`config.mk`:
```
export PLATFORM = sky130hd
export DESIGN_NAME = pwm_gate_core
export DESIGN_NICKNAME = d
export VERILOG_FILES = /design/src/rtl/pwm_gate_pkg.sv /design/src/rtl/pwm_sync2.sv /design/src/rtl/pwm_supply_mon.sv /design/src/rtl/pwm_osc.sv /design/src/rtl/pwm_gate_core.sv
export SDC_FILE = /design/constraint.sdc
export NUM_CORES = 1
export LEC_CHECK = 0
export BUFFER_PORTS_ARGS = -buffer_cell sky130_fd_sc_hd__buf_2
export CORE_MARGIN = 8
export CORE_UTILIZATION = 49
export DETAILED_ROUTE_END_ITERATION = 6
export PLACE_DENSITY_LB_ADDON = 0.15
export RECOVER_POWER = 50
export SYNTH_ARGS = -nofsm -noshare
export SYNTH_HDL_FRONTEND = slang
export SYNTH_SLANG_ARGS = --single-unit
export TNS_END_PERCENT = 100
```
`constraint.sdc`:
```
create_clock -name clk -period 1.88 [get_ports clk]
set_input_delay 0.094 -clock clk [delete_from_list [all_inputs] [get_ports clk]]
set_output_delay 0.094 -clock clk [all_outputs]
set_load 0.005 [all_outputs]
```
`src/rtl/pwm_gate_pkg.sv`:
```
package pwm_gate_pkg;
  typedef enum logic {
    PH_CHG = 1'b0,
    PH_DIS = 1'b1
  } osc_phase_e;
endpackage

```
`src/rtl/pwm_sync2.sv`:
```
module pwm_sync2 (
  input  logic clk,
  input  logic rst_n,
  input  logic d_async,
  output logic q_sync
);
  logic meta;

  always_ff @(posedge clk or negedge rst_n) begin
    if (!rst_n) begin
      meta   <= 1'b0;
      q_sync <= 1'b0;
    end else begin
      meta   <= d_async;
      q_sync <= meta;
    end
  end
endmodule

```
`src/rtl/pwm_supply_mon.sv`:
```
module pwm_supply_mon #(
  parameter int SUP_W = 6,
  parameter logic [SUP_W-1:0] ON_CODE  = SUP_W'(32),
  parameter logic [SUP_W-1:0] OFF_CODE = SUP_W'(20)
) (
  input  logic             clk,
  input  logic             rst_n,
  input  logic [SUP_W-1:0] level,
  output logic             good
);
  always_ff @(posedge clk or negedge rst_n) begin
    if (!rst_n) good <= 1'b0;
    else if (good) good <= (level >= OFF_CODE);
    else good <= (level >= ON_CODE);
  end
endmodule

```
`src/rtl/pwm_osc.sv`:
```
module pwm_osc
  import pwm_gate_pkg::*;
#(
  parameter int CNT_W = 8
) (
  input  logic             clk,
  input  logic             rst_n,
  input  logic             restart,
  input  logic             freeze,
  input  logic [CNT_W-1:0] chg_len,
  input  logic [CNT_W-1:0] dis_len,
  output logic             in_chg,
  output logic             cyc_start,
  output logic [CNT_W-1:0] cnt
);
  osc_phase_e      ph;
  logic [CNT_W-1:0] last_c, last_d;
  logic             phase_end;

  assign last_c    = (chg_len == '0) ? '0 : chg_len - 1'b1;
  assign last_d    = (dis_len == '0) ? '0 : dis_len - 1'b1;
  assign phase_end = (ph == PH_CHG) ? (cnt >= last_c) : (cnt >= last_d);
  assign in_chg    = (ph == PH_CHG);
  assign cyc_start = !restart && !freeze && (ph == PH_DIS) && phase_end;

  always_ff @(posedge clk or negedge rst_n) begin
    if (!rst_n) begin
      ph  <= PH_CHG;
      cnt <= '0;
    end else if (restart) begin
      ph  <= PH_CHG;
      cnt <= '0;
    end else if (!freeze) begin
      if (phase_end) begin
        ph  <= (ph == PH_CHG) ? PH_DIS : PH_CHG;
        cnt <= '0;
      end else begin
        cnt <= cnt + 1'b1;
      end
    end
  end
endmodule

```
`src/rtl/pwm_gate_core.sv`:
```
module pwm_gate_core #(
  parameter int CNT_W        = 8,
  parameter int BLK_W        = 6,
  parameter int SUP_W        = 6,
  parameter bit HALF_RATE    = 1'b0,
  parameter bit MAIN_LOW_OPT = 1'b0,
  parameter logic [SUP_W-1:0] RAIL_ON  = SUP_W'(9),
  parameter logic [SUP_W-1:0] RAIL_OFF = SUP_W'(8)
) (
  input  logic             clk,
  input  logic             rst_n,
  input  logic [CNT_W-1:0] charge_len,
  input  logic [CNT_W-1:0] discharge_len,
  input  logic [BLK_W-1:0] blank_len,
  input  logic             trip_in,
  input  logic [SUP_W-1:0] vmain_code,
  input  logic [SUP_W-1:0] vrail_code,
  input  logic             overtemp,
  output logic             gate_out
);
  localparam logic [SUP_W-1:0] MAIN_ON  = MAIN_LOW_OPT ? SUP_W'(17) : SUP_W'(32);
  localparam logic [SUP_W-1:0] MAIN_OFF = MAIN_LOW_OPT ? SUP_W'(15) : SUP_W'(20);

  logic             main_ok, rail_ok, sup_ok;
  logic             trip_s, ot_q, latch;
  logic             in_chg, cyc_start;
  logic [CNT_W-1:0] osc_cnt;
  logic [BLK_W-1:0] blank_cnt;

  pwm_supply_mon #(.SUP_W(SUP_W), .ON_CODE(MAIN_ON), .OFF_CODE(MAIN_OFF)) u_main (
    .clk(clk), .rst_n(rst_n), .level(vmain_code), .good(main_ok));

  pwm_supply_mon #(.SUP_W(SUP_W), .ON_CODE(RAIL_ON), .OFF_CODE(RAIL_OFF)) u_rail (
    .clk(clk), .rst_n(rst_n), .level(vrail_code), .good(rail_ok));

  assign sup_ok = main_ok & rail_ok;

  pwm_sync2 u_trip_sync (.clk(clk), .rst_n(rst_n), .d_async(trip_in), .q_sync(trip_s));

  always_ff @(posedge clk or negedge rst_n) begin
    if (!rst_n) ot_q <= 1'b0;
    else ot_q <= overtemp;
  end

  pwm_osc #(.CNT_W(CNT_W)) u_osc (
    .clk(clk), .rst_n(rst_n), .restart(!sup_ok), .freeze(ot_q),
    .chg_len(charge_len), .dis_len(discharge_len),
    .in_chg(in_chg), .cyc_start(cyc_start), .cnt(osc_cnt));

  // Blanking window reloads at every period start and counts down.
  always_ff @(posedge clk or negedge rst_n) begin
    if (!rst_n) blank_cnt <= '0;
    else if (!sup_ok) blank_cnt <= '0;
    else if (cyc_start) blank_cnt <= blank_len;
    else if (blank_cnt != '0) blank_cnt <= blank_cnt - 1'b1;
  end

  // Trip latch: period start clears it with priority over a trip.
  always_ff @(posedge clk or negedge rst_n) begin
    if (!rst_n) latch <= 1'b1;
    else if (!sup_ok) latch <= 1'b1;
    else if (cyc_start) latch <= 1'b0;
    else if (trip_s && (blank_cnt == '0)) latch <= 1'b1;
  end

  generate
    if (HALF_RATE) begin : g_half
      logic tog;
      always_ff @(posedge clk or negedge rst_n) begin
        if (!rst_n) tog <= 1'b0;
        else if (!sup_ok) tog <= 1'b0;
        else if (cyc_start) tog <= ~tog;
      end
      assign gate_out = tog & ~latch & sup_ok;
    end else begin : g_full
      assign gate_out = in_chg & ~latch & sup_ok;
    end
  endgenerate
endmodule

```
# Yosys cells after proc, flatten, opt, wreduce, memory -nomap -nowiden
# Cells that the tools add are included.
[word_totals]
reg_bits = 21
in_bits = 38
output_inout_bits = 1
word_cells = 56
[classes]
addsub = 4
order_cmp = 6
eq_ne = 4
n_mux = 18
bitwise_logic = 5
n_reduce_logical = 10
[op_table]
columns = ["op", "n"]
rows = [
  ["2-to-1 mux 8 bit", 5],
  ["2-to-1 mux 6 bit", 3],
  ["greater-or-equal comparator 8 bit", 2],
  ["zero test 8 bit", 2],
  ["subtractor 8 x 1 -> 8 bit, second input constant", 2],
  ["greater-or-equal comparator 6 x 4 -> 1 bit, second input constant", 2],
  ["2-to-1 mux 1 bit", 10],
  ["adder 8 x 1 -> 8 bit, second input constant", 1],
  ["greater-or-equal comparator 6 x 5 -> 1 bit, second input constant", 1],
  ["greater-or-equal comparator 6 bit, second input constant", 1],
  ["zero test 6 bit", 1],
  ["!= test 3 x 1 -> 1 bit, second input constant", 2],
  ["nonzero test 6 bit", 1],
  ["subtractor 6 x 1 -> 6 bit, second input constant", 1],
  ["logical AND 1 bit", 4],
  ["bitwise AND 1 bit", 3],
  ["!= test 2 x 1 -> 1 bit, second input constant", 1],
  ["!= test 2 bit, second input constant", 1],
  ["inverter 1 bit", 2],
  ["AND reduction 2 bit", 1],
  ["zero test 1 bit", 1],
]

# Longest topological paths before layout
# Gate-level depths: netlist (run 1).
[logic_depth]
ltp_word = 7
depth_mapped = 12
mapped_depth_nobuf = 12

# Modules after synthesis
# Synthesis (run 1) repeated with hierarchy kept, for this count alone.
[hier_totals]
cells_unflattened = 197
area_unflattened_um2 = 1848.0
[by_module_without_submodules]
columns = ["mod", "instances", "cells_per_inst", "area_per_inst_um2", "seq_area_each_um2"]
rows = [
  ["pwm_osc", 1, 136, 1208.7, 225.2],
  ["pwm_gate_core", 1, 52, 504.2, 201.4],
  ["pwm_sync2", 1, 2, 50.0, 50.0],
  ["pwm_supply_mon at u_main", 1, 3, 43.8, 25.0],
  ["pwm_supply_mon at u_rail", 1, 4, 41.3, 25.0],
]

# Worst setup path after synthesis (run 1)
# No wires, ideal clock.
[synth_path]
path_type = "input-to-reg"
from = "input discharge_len[0]"
to = "register u_osc.cnt[3]"
setup_ns = 0.094
t_arrival_ns = 2.349
required_time_ns = 1.786
slack_ns = -0.563
stages = 12
path_buffers = 0
path_cell_list = "inv_1 > ha_1 > nand2_1 > or3_1 > nor3b_1 > a21oi_1 > ha_1 > a21o_1 > a2111oi_2 > nor3b_2 > nor3_2 > a211oi_1"
[synth_via]
elab_chain_cells = 7
word_cells_on_any_way = 8
classes_between = "1 x add/sub; 1 x order compare; 5 x mux; 1 x reduce/logical"
[synth_rtl]
columns = ["item", "line_no", "rtl"]
rows = [
  ["from (decl)", "pwm_gate_core.sv:13", "input logic [CNT_W-1:0] discharge_len,"],
  ["subtractor 8 x 1 -> 8 bit / zero test 8 bit (equally long branches)", "pwm_osc.sv:21", "assign last_d = (dis_len == '0) ? '0 : dis_len - 1'b1;"],
  ["2-to-1 mux 8 bit *", "pwm_osc.sv:21", ""],
  ["greater-or-equal comparator 8 bit *", "pwm_osc.sv:22", "assign phase_end = (ph == PH_CHG) ? (cnt >= last_c) : (cnt >= last_d);"],
  ["2-to-1 mux 1 bit *", "pwm_osc.sv:22", ""],
  ["2-to-1 mux 8 bit *", "pwm_osc.sv:34", "if (phase_end) begin"],
  ["2-to-1 mux 8 bit *", "pwm_osc.sv:33", "end else if (!freeze) begin"],
  ["2-to-1 mux 8 bit *", "pwm_osc.sv:30", "end else if (restart) begin"],
  ["to (signal assigned)", "pwm_osc.sv:38", "cnt <= cnt + 1'b1;"],
  ["to (decl)", "pwm_osc.sv:14", "output logic [CNT_W-1:0] cnt"],
]
# Every way passes the cells marked *; elsewhere a longest branch is shown, timed or not. The select of a mux whose other input is x is not followed.
# A chain may end at the register's enable or synchronous reset.

# Worst setup path after layout (run 1)
# Ends and elaborated chain as after synthesis.

==> run metrics, run 1 <==
status complete, but fails checks; failing checks setup timing; Tightest Hold Check Type input port to flip-flop; f_max 436.1 MHz; CP arrival 2510 ps; global-route wire length before repair 8466 um; DP HPWL 3619 um; P_int 967.4 uW; Pleak 1.293 nW; root buffer cell clkbuf_4; total gr overflow 0; hold slack final 12.15 ps; Antenna Nets Post-Route 0; # rows 22; post-synth top area cell dfrtp_1; Post-Route Skew 11.30 ps; Residual DRC 0; RSZ-0062 raised after global routing true; crit path time final 2293 ps; Yosys top cell area share 28.07%; Main synth FF type dfrtp_1; wire per inst 15.13 um; Worst-Margin Slew 1147 ps; critical path required time 2090 ps; Cell variety after synth 45; Critical Path Start Type input port; synthesized cell area 1783 um^2; Vias 1857; Net Sw Frac 36.81%; Syn Inst Count 201; I/O pin count 39; CTS tree built; clock-pin slew of the registers on the worst-case setup and hold paths 130 ps; die height 76.32 um; Sink Count 21; largest family of logic cells by synthesized area simple AND/OR/NAND/NOR gates; # setup viols final 16; Area Overhead vs Synth 57.89%; Post-Synth XOR/XNOR Area 7.860%; largest net degree at the start of global routing 22; most frequent cells after synthesis dfrtp_1 (20), ha_1 (20), nand2_1 (17); antenna violations before repair 0; period utilization 122.0%; GRT Util Overall 16.67%; Die Wd 76.32 um; Pins Over Slew Limit 0; core area 3578 um^2; peak fanout along the critical path 5; worst rel slew slack 23.54%; htree depth 1; PD cells 543.8 nW/um^2; vias in the first global route 1940; simple-gate share of the synthesized area 22.74%; DRT Pass-1 Iters 4; Logic pwr share 48.2%; post-synthesis compound-gate area fraction 20.63%; Setup WS pre-CTS -757.7 ps; syn nets 259; Clock Path Buffers 2; EDFF count, synth 0; share of power burned in registers 36.5%; crit end category flip-flop; Antenna diodes 0; total routed wirelength 5144 um; Final Core Density 78.67%; Layout Nets 351; share of layout cells above drive strength 1 46.92%; Clk network pwr share 15.3%; vias per inst 5.462; post-synthesis mux area share 2.246%; setup ws final -413.1 ps; sequential share of the synthesized area 29.54%; overall power consumption 1.531 mW; Iter 0 DRT Violations 62; RePlAce Congestion 0.8386; Fin. Hold Viols 0; top cells by area, synth dfrtp_1 (28%), ha_1 (14%), a21oi_1 (3.9%), xnor2_1 (3.9%), xor2_1 (3.9%); Final TNS setup -5262 ps; FFs w/ async S/R, synth 100.0%; Syn. warnings 0; Mapped Avg Cell Area 8.870 um^2; P_sw 563.5 uW; Worst Setup Path Type input port to flip-flop; Inserted Clock Buffers 3; Yosys reg bits 21; Die ar. 5825 um^2; clk_lat worst skew 320 ps; PortBufs 36; Post-Synth Adder-Cell Area 14.04%; total of max-cap violations 0; Initial Util 49.83%; VDD IR-drop max 0.0008956 V
==> through the flow <==
| step | std cells | cell area [um^2] |
|---|---|---|
| 6_report | 340 | 2815 |
| 5_1_grt | 340 | 2815 |
| 4_1_cts | 338 | 2670 |
| 3_5_place_dp | 325 | 2446 |
| 3_3_place_gp | 325 | 2446 |
| 2_1_floorplan | 201 | 1894 |
==> sequential cells by signal, summed over array words and instances (netlist names) <==
register and count:
u_osc.cnt 8, blank_cnt 6, latch 1, ot_q 1
u_main.good 1, u_osc.ph 1, u_rail.good 1, u_trip_sync.meta 1
u_trip_sync.q_sync 1
==> what timing repair did <==
action	in CTS	in global routing
hold endpoints to repair	24	0
cloned	0	0
setup buffers	2	3
hold buffers	7	0
pin swaps	16	21
endpoints found under the setup margin	16	16
gates resized for setup	23	23
==> layout by cell type, fill, tap and decap left out, types with 6 or more instances in the layout <==
cell type and n:
buf_4 43, buf_2 33, dfrtp_1 20, ha_1 17, nand2_1 16, nor2_1 10
a21oi_1 10, xor2_1 8, xnor2_1 8, inv_1 7, nand2b_1 7, a211oi_2 7
dlygate4sd3_1 7, nor3_1 6
==> worst paths after layout <==
| path | startpoint | to | slack (ps) | cells after the start |
|---|---|---|---|---|
| worst min-delay path | blank_len[2] | blank_cnt[2] | 10 | 3 |
| max in group asynchronous | rst_n | u_osc.cnt[7] | 700 | 2 |
| worst max register to register | u_osc.cnt[6] | u_osc.cnt[3] | -230 | 6 |
| min in group asynchronous | rst_n | u_osc.cnt[2] | 500 | 2 |
| worst min register to register | u_trip_sync.meta | u_trip_sync.q_sync | 370 | 0 |
| worst max-delay path | discharge_len[0] | u_osc.cnt[3] | -410 | 13 |
==> metal layers <==
| metal | GRT usage [%] | up-vias | share of wire [%] |
|---|---|---|---|
| met5 | 0 | - | 0 |
| met4 | 5.192 | 0 | 0.86 |
| met3 | 2.358 | 5 | 2.6 |
| met2 | 29.22 | 38 | 53 |
| met1 | 20.39 | 880 | 43 |
| li1 | - | 934 | - |
==> worst max-delay path: stages <==
cell and delay [ps]:
buf_8 100, inv_6 50, ha_4 140, nand2_4 50, or3_4 330, nor3b_2 170
a21oi_1 60, ha_1 290, a21o_1 200, a2111oi_2 300, nor3b_4 350, nor3_4 110
a211oi_2 240
==> power groups by stage <==
| stage | clock (mW) | sequential [mW] | combinational (mW) |
|---|---|---|---|
| 2_1_floorplan | 0 | 0.559 | 0.447 |
| 3_3_place_gp | 0 | 0.567 | 0.637 |
| 3_5_place_dp | 0 | 0.568 | 0.651 |
| 4_1_cts | 0.226 | 0.558 | 0.699 |
| 5_1_grt | 0.248 | 0.567 | 0.822 |
| 6_report | 0.235 | 0.559 | 0.737 |
==> final cells by class <==
class / count / area, um^2
Multi-Input combinational cell: 166 / 1489
Fill cell: 253 / 763.2
Timing Repair Buffer: 90 / 633.1
Sequential cell: 21 / 526.8
Inverter: 11 / 78.83
Tap cell: 48 / 60.06
Clock buffer: 3 / 22.52
Clock inverter: 1 / 5.005
==> cells by family (layout without fill, tap and decap cells) <==
family / after synthesis / count (layout)
compound gates: 51 / 51
xor+xnor: 16 / 16
fa+ha+maj: 20 / 20
buf+inv: 14 / 105
flops: 21 / 21
mux: 4 / 4
simple gates: 75 / 75
Note: power is estimated with default switching activity, not from simulation.
==> run 2: changes to the inputs <==
--- a/config.mk
+++ b/config.mk
@@ -6,8 +6,10 @@
 export NUM_CORES = 1
 export LEC_CHECK = 0
 export BUFFER_PORTS_ARGS = -buffer_cell sky130_fd_sc_hd__buf_2
+export CELL_PAD_IN_SITES_DETAIL_PLACEMENT = 1
+export CELL_PAD_IN_SITES_GLOBAL_PLACEMENT = 1
 export CORE_MARGIN = 8
-export CORE_UTILIZATION = 49
+export CORE_UTILIZATION = 41
 export DETAILED_ROUTE_END_ITERATION = 6
 export PLACE_DENSITY_LB_ADDON = 0.15
 export RECOVER_POWER = 50
==> constraint.sdc (replaced) <==
create_clock -name clk -period 2.3 [get_ports clk]
set_input_delay 0.115 -clock clk [delete_from_list [all_inputs] [get_ports clk]]
set_output_delay 0.115 -clock clk [all_outputs]
set_load 0.005 [all_outputs]
==> run 2 against run 1 <==
Net effect:
- the run still ends with setup timing left
- count of clock-buffer cells in the layout unchanged
- sequential cell count unchanged
- combinational power decreased by 28%
- hold slack improved by 23 ps
- worst setup slack improved by 230 ps
- die area increased by 15%
- sequential share of layout area increased by 2.5 points
- critical path depth unchanged
- global-route usage about the same
- critical path type unchanged
- critical endpoint is now u_osc.cnt[6]
- highest routed layer unchanged
==> run metrics, run 2 (synthesized netlist as in run 1, its figures left out) <==
crit path time final 2478 ps; Register-to-Register Path Depth 6 (unchanged); CTS tree built; failing checks setup timing; Clk network pwr share 19.6% (+4.3 points); most frequent cells in the layout buf_2 (32), buf_4 (27), dfrtp_1 (20); status complete, but fails checks; root buffer cell clkbuf_8; commonest non-fill, non-tap cell in the layout buf_2; Antenna Nets Post-Route 0 (unchanged); total of max-cap violations 0 (unchanged); clk_lat worst skew 260 ps (-60 ps); setup ws final -178.2 ps (+234.8 ps); Final Core Density 58.19% (-20 points); share of layout cells above drive strength 1 36.94% (-10 points); # fillers 511 (+100%); Die ar. 6715 um^2 (+15%); Initial Util 41.81% (-8.0 points); worst path cell trace buf_8, inv_4, ha_4, nand2_4, or3_4, nor3b_2, a21oi_2, ha_1, a21o_4, a2111oi_4, nor3b_4, nor3_4, a211oi_2; Critical-path top delay cell or3_4; DP Cell Count 310 (-4.6%); critical path required time 2470 ps (+380 ps); WHS Endpoint u_main.good; max reg flops 8 (unchanged); Critical Path Start Type input port; die height 81.95 um (+7.4%); P_sw 437.5 uW (-22%); CP arrival 2650 ps (+140 ps); Vias 1781 (-4.1%); worst rel slew slack 24.12% (+0.58 points); vias in the first global route 1956 (+0.82%); DP HPWL 4124 um (+14%); Inserted Clock Buffers 3 (unchanged); # setup viols final 15 (-1); Sink Count 21 (unchanged); Post-DP Area 2242 um^2 (-8.3%); CP bufs+invs 2 (unchanged); Pleak 1.160 nW (-10%); footprint of the multi-input gates 1363 um^2 (-8.5%); worst reg2reg path endpoint u_osc.cnt[6]; Layout Nets 327 (-6.8%); hold path start vmain_code[5]; CP top delay family simple AND/OR/NAND/NOR gates; period utilization 107.7%; Pins Over Slew Limit 0 (unchanged); RePlAce Congestion 0.8049 (-4.0%); Top reg by flops u_osc.cnt; total routed wirelength 5345 um (+3.9%); RSZ-0062 raised after global routing true; core area 4264 um^2 (+19%); Setup WS pre-CTS -520.1 ps (+237.6 ps); Area Overhead vs Synth 39.16%; reg2reg start u_osc.cnt[6]; PortBufs 36 (unchanged); Tightest Hold Check Type input port to flip-flop; Finished Layout Cells 320 (-5.9%); Critical Path Max Stage Delay 380 ps (+30 ps); Final TNS setup -1667 ps (+3595 ps); P_int 801.5 uW (-17%); global-route wire length before repair 8901 um (+5.1%); I/O pin count 39 (unchanged); Finished Cell Area 2481 um^2 (-12%); vias per inst 5.566 (+1.9%); flip-flop and latch area 526.8 um^2 (unchanged); crit end category flip-flop; Fin. Hold Viols 0 (unchanged); clock-pin slew of the registers on the worst-case setup and hold paths 70 ps (-60 ps); htree depth 1 (unchanged); Logic pwr share 43.1% (-5.1 points); Largest regs u_osc.cnt x8, blank_cnt x6; total gr overflow 0 (unchanged); Die Wd 81.95 um (+7.4%); VDD IR-drop max 0.0003659 V (-59%); largest net degree at the start of global routing 22 (unchanged); Iter 0 DRT Violations 45 (-27%); DRT Pass-1 Iters 4 (unchanged); peak fanout along the critical path 5 (unchanged); Worst Setup Path Type input port to flip-flop; Clock Path Buffers 2 (unchanged); Worst-Margin Slew 1138 ps (-8.714 ps); Residual DRC 0 (unchanged); R2R Setup Slk 170 ps (+400 ps); wire per inst 16.70 um (+10%); Net Sw Frac 35.31% (-1.5 points); share of power burned in registers 37.3% (+0.8 points); antenna violations before repair 0 (unchanged); f_max 403.5 MHz; PD cells 499.4 nW/um^2 (-8.2%); hold path depth 2 (-1); # rows 24 (+9.1%); GRT Util Overall 16.67% (about the same); Post-Route Skew 1.555 ps (-9.741 ps); Antenna diodes 0 (unchanged)
## run 2: cell types whose count changed in the layout (fill, tap and decap cells not counted), sizes merged
cell,previous run,this run
dlygate4sd3,7,3
buf,82,62
## run 2: power by group through the flow
stage	Clock, mW	Sequential (mW)	Combinational, mW
6_report	0.243	0.462	0.534
5_1_grt	0.261	0.472	0.592
4_1_cts	0.249	0.463	0.531
3_5_place_dp	0	0.470	0.508
3_3_place_gp	0	0.469	0.486
2_1_floorplan	0	0.457	0.352
## run 2: layout make-up
class / instances / area share [%]
clock buffers: 3 / 1.664
clock inverters: 1 / 0.2017
inverters: 11 / 1.866
multi-input cells: 166 / 54.92
flip-flops and latches: 21 / 21.23
well taps: 52 / 2.622
repair buffers: 66 / 17.50
## run 2: how the worst max path moves through the flow
stage,from,to,slack (ps),depth (start not counted)
2_1_floorplan,discharge_len[1],u_osc.cnt[3],3,12
3_3_place_gp,discharge_len[3],u_osc.cnt[7],-370,12
3_5_place_dp,discharge_len[3],u_osc.cnt[3],-520,12
4_1_cts,discharge_len[1],u_osc.cnt[5],-150,13
5_1_grt,discharge_len[1],u_osc.cnt[6],-260,13
6_report,discharge_len[1],u_osc.cnt[6],-180,13
## run 2: repair_timing
action,4_1_cts,5_1_grt
hold endpoints to repair,22,0
buffers inserted,1,2
pin swaps,4,9
hold buffers,3,0
gates resized for setup,14,17
setup endpoints to repair,13,16
## run 2: metrics by stage
stage / hold slack [ps] / power [mW]
floorplan: -180.6 / 0.8096
global placement: 100.8 / 0.9545
detailed placement: 99.80 / 0.9786
CTS: 36.75 / 1.243
global route: 51.04 / 1.325
finish: 35.37 / 1.239
## run 2: metal layers
layer / up-vias / global-route usage (%) / share of wire [%]
li1: 879 / - / -
met1: 850 / 19.72 / 42
met2: 39 / 30.39 / 53
met3: 13 / 1.641 / 3.1
met4: 0 / 5.789 / 2.2
met5: - / 0 / 0
==> run 3: changes to the inputs <==
--- a/config.mk
+++ b/config.mk
@@ -5,14 +5,14 @@
 export SDC_FILE = /design/constraint.sdc
 export NUM_CORES = 1
 export LEC_CHECK = 0
+export ABC_AREA = 1
 export BUFFER_PORTS_ARGS = -buffer_cell sky130_fd_sc_hd__buf_2
-export CELL_PAD_IN_SITES_DETAIL_PLACEMENT = 1
-export CELL_PAD_IN_SITES_GLOBAL_PLACEMENT = 1
 export CORE_MARGIN = 8
-export CORE_UTILIZATION = 41
+export CORE_UTILIZATION = 50
 export DETAILED_ROUTE_END_ITERATION = 6
 export PLACE_DENSITY_LB_ADDON = 0.15
 export RECOVER_POWER = 50
+export SLEW_MARGIN = 20
 export SYNTH_ARGS = -nofsm -noshare
 export SYNTH_HDL_FRONTEND = slang
 export SYNTH_SLANG_ARGS = --single-unit
==> run 3 against run 2 <==
Net effect:
- the run now ends clean
- area after synthesis grew 3.9%
- non-clock buffer count fell by 16
- power up 2.7%
- count of clock-buffer cells in the layout stayed put
- die area fell by 12%
- worst setup slack better by 400 ps
- critical path depth rose by 5
- combinational power is 1% higher
- first-iteration DRC count is 13% higher
- sequential cell count did not move
- critical path type unchanged
- largest power group unchanged
==> run metrics, run 3 <==
number of post-CTS setup repair buffers 0 (-1); Die ar. 5907 um^2 (-12%); peak fanout along the critical path 9 (+4); commonest non-fill, non-tap cell in the layout nand2_1; DRT Pass-1 Iters 4 (unchanged); DP HPWL 3075 um (-25%); Sink Count 21 (unchanged); most frequent cells after synthesis nand2_1 (55), inv_1 (40), nor2_1 (22); R2R Setup Slk 500 ps (+330 ps); post-synth top area cell dfrtp_1; share of layout cells above drive strength 1 24.01% (-13 points); Tightest Hold Check Type input port to flip-flop; Die Wd 76.86 um (-6.2%); clock-pin slew of the registers on the worst-case setup and hold paths 80 ps (about the same); Post-Route Skew 9.935 ps (+8.379 ps); CTS tree built; vias in the first global route 1575 (-19%); Post-Synth XOR/XNOR Area 4.730% (-3.1 points); share of power burned in registers 38.0% (+0.7 points); Setup WS pre-CTS -103.6 ps (+416.4 ps); most frequent cell after synthesis nand2_1; Setup crit end u_osc.cnt[1]; Logic pwr share 42.6% (-0.5 points); largest family of logic cells by synthesized area simple AND/OR/NAND/NOR gates; DP Cell Count 344 (+11%); RSZ-0062 raised after global routing false; Worst-Margin Slew 1109 ps (-29.58 ps); max reg flops 8 (unchanged); critical path required time 2480 ps (about the same); Antenna diodes 0 (unchanged); Register-to-Register Path Depth 10 (+4); setup ws final 225.1 ps (+403.3 ps); overall power consumption 1.273 mW (+2.7%); Main synth FF type dfrtp_1; Layout Nets 363 (+11%); Clk network pwr share 19.4% (-0.2 points); Vias 1725 (-3.1%); total gr overflow 0 (unchanged); Yosys reg bits 21 (unchanged); total routed wirelength 3746 um (-30%); Syn. warnings 0 (unchanged); Yosys top cell area share 27.03% (-1.0 points); vias per inst 4.901 (-12%); PortBufs 36 (unchanged); reg2reg start u_osc.cnt[3]; Fin. Hold Viols 0 (unchanged); htree depth 1 (unchanged); worst rel slew slack 26.10% (+2.0 points); antenna violations before repair 0 (unchanged); Net Sw Frac 38.56% (+3.3 points); synthesized cell area 1852 um^2 (+3.9%); total of max-cap violations 0 (unchanged); Pleak 1.241 nW (+7.0%); top cells by area, synth dfrtp_1 (27%), ha_1 (14%), nand2_1 (11%), inv_1 (8.1%), nor2_1 (4.5%); Inserted Clock Buffers 3 (unchanged); FFs w/ async S/R, synth 100.0% (unchanged); Area Overhead vs Synth 21.55%; global-route wire length before repair 6430 um (-28%); Initial Util 51.35% (+9.5 points); # rows 22 (-8.3%); RePlAce Congestion 0.7811 (-3.0%); CP arrival 2250 ps (-400 ps); Pins Over Slew Limit 0 (unchanged); Iter 0 DRT Violations 51 (+13%); post-synthesis mux area share 0% (-2.2 points); EDFF count, synth 0 (unchanged); crit path time final 2075 ps (-403.3 ps); Largest regs u_osc.cnt x8, blank_cnt x6; die height 76.86 um (-6.2%); clk_lat worst skew 260 ps (about the same); most frequent cells in the layout nand2_1 (55), inv_1 (39), buf_2 (35); crit end category flip-flop; Mapped Avg Cell Area 7.348 um^2 (-17%); period utilization 90.21% (-18 points); Cell variety after synth 34 (-24%); GRT Util Overall 12.77% (-3.9 points); Clock Path Buffers 2 (unchanged); VDD IR-drop max 0.0002786 V (-24%); Antenna Nets Post-Route 0 (unchanged); I/O pin count 39 (unchanged); post-synthesis compound-gate area fraction 11.28% (-9.3 points); P_int 782.0 uW (-2.4%); simple-gate share of the synthesized area 31.76% (+9.0 points); worst reg2reg path endpoint u_osc.cnt[1]; f_max 481.9 MHz (+19%); syn nets 310 (+20%); crit path launch discharge_len[0]; P_sw 490.9 uW (+12%); wire per inst 10.64 um (-36%); PD cells 565.5 nW/um^2 (+13%); Post-Synth Adder-Cell Area 13.51% (-0.52 points); # setup viols final 0 (-15); Worst Setup Path Type input port to flip-flop; largest net degree at the start of global routing 22 (unchanged); Residual DRC 0 (unchanged); Critical Path Start Type input port; sequential share of the synthesized area 28.45% (-1.1 points); Finished Layout Cells 352 (+10%); status complete, no violations; core area 3606 um^2 (-15%); Top reg by flops u_osc.cnt; root buffer cell clkbuf_8; Syn Inst Count 252 (+25%)
[run 3: area by class of cell]
cell class | count | area (um^2)
multi-input cells | 187 | 1166
clock inverters | 1 | 7.507
clock buffers | 3 | 41.29
flip-flops and latches | 21 | 526.8
fillers | 363 | 1355
repair buffers | 50 | 291.5
inverters | 42 | 157.7
well taps | 48 | 60.06
[run 3: timing repair]
item | 4_1_cts | 5_1_grt
setup endpoints to repair | 0 | 8
hold buffers | 3 | 0
resized for setup | 0 | 7
hold endpoints to repair | 22 | 0
[run 3: kinds of logic after synthesis]
kind of cell,Yosys count
compound gates,38
flops,21
xor+xnor,10
fa+ha+maj,20
simple gates,118
buf+inv,45
[run 3: routing by layer]
layer | GRT usage, % | wire [um] | up-vias
li1 | - | - | 925
met5 | 0 | 0 | -
met4 | 5.577 | 59 | 0
met3 | 2.214 | 99 | 4
met1 | 16.17 | 1882 | 767
met2 | 20.65 | 1705 | 29
[run 3: stage by stage]
step | TNS [ps] | hold WS [ps] | area (um^2) | utilization (%)
floorplan | 0 | -180.6 | 1852 | -
CTS | 0 | 25.22 | 2221 | 61.59
detailed placement | -775.7 | 98.12 | 2142 | 59.40
global placement | -81.09 | 92.98 | 2142 | 59.40
finish | 0 | 25.41 | 2251 | 62.42
global route | 0 | 38.05 | 2251 | 62.42
[run 3: worst min path at each step]
stage                  startpoint            to  cells past startpoint
global route        vrail_code[5]   u_rail.good                      3
CTS                 vrail_code[5]   u_rail.good                      3
finish              vrail_code[5]   u_rail.good                      3
floorplan                   rst_n  blank_cnt[0]                      0
detailed placement          rst_n   u_rail.good                      1
global placement            rst_n   u_rail.good                      1
[run 3: worst max-delay path, stage by stage]
cell and delay [ps]:
buf_2 90, inv_1 40, ha_1 200, nand2_1 120, nor3_2 50, nand2_1 100
inv_1 80, or2_2 280, ha_1 290, nand2_1 80, nor2_1 40, nor2_1 80
nand2_1 80, nand2_2 80, nand2_4 70, nand2_1 70, nand3_2 180, o21ai_0 200
[run 3: power by group through the flow]
stage	Combinational, mW	Sequential, mW	Clock (mW)
floorplan	0.402	0.472	0
global placement	0.504	0.488	0
detailed placement	0.518	0.490	0
CTS	0.527	0.483	0.251
global route	0.638	0.491	0.272
finish	0.542	0.483	0.247
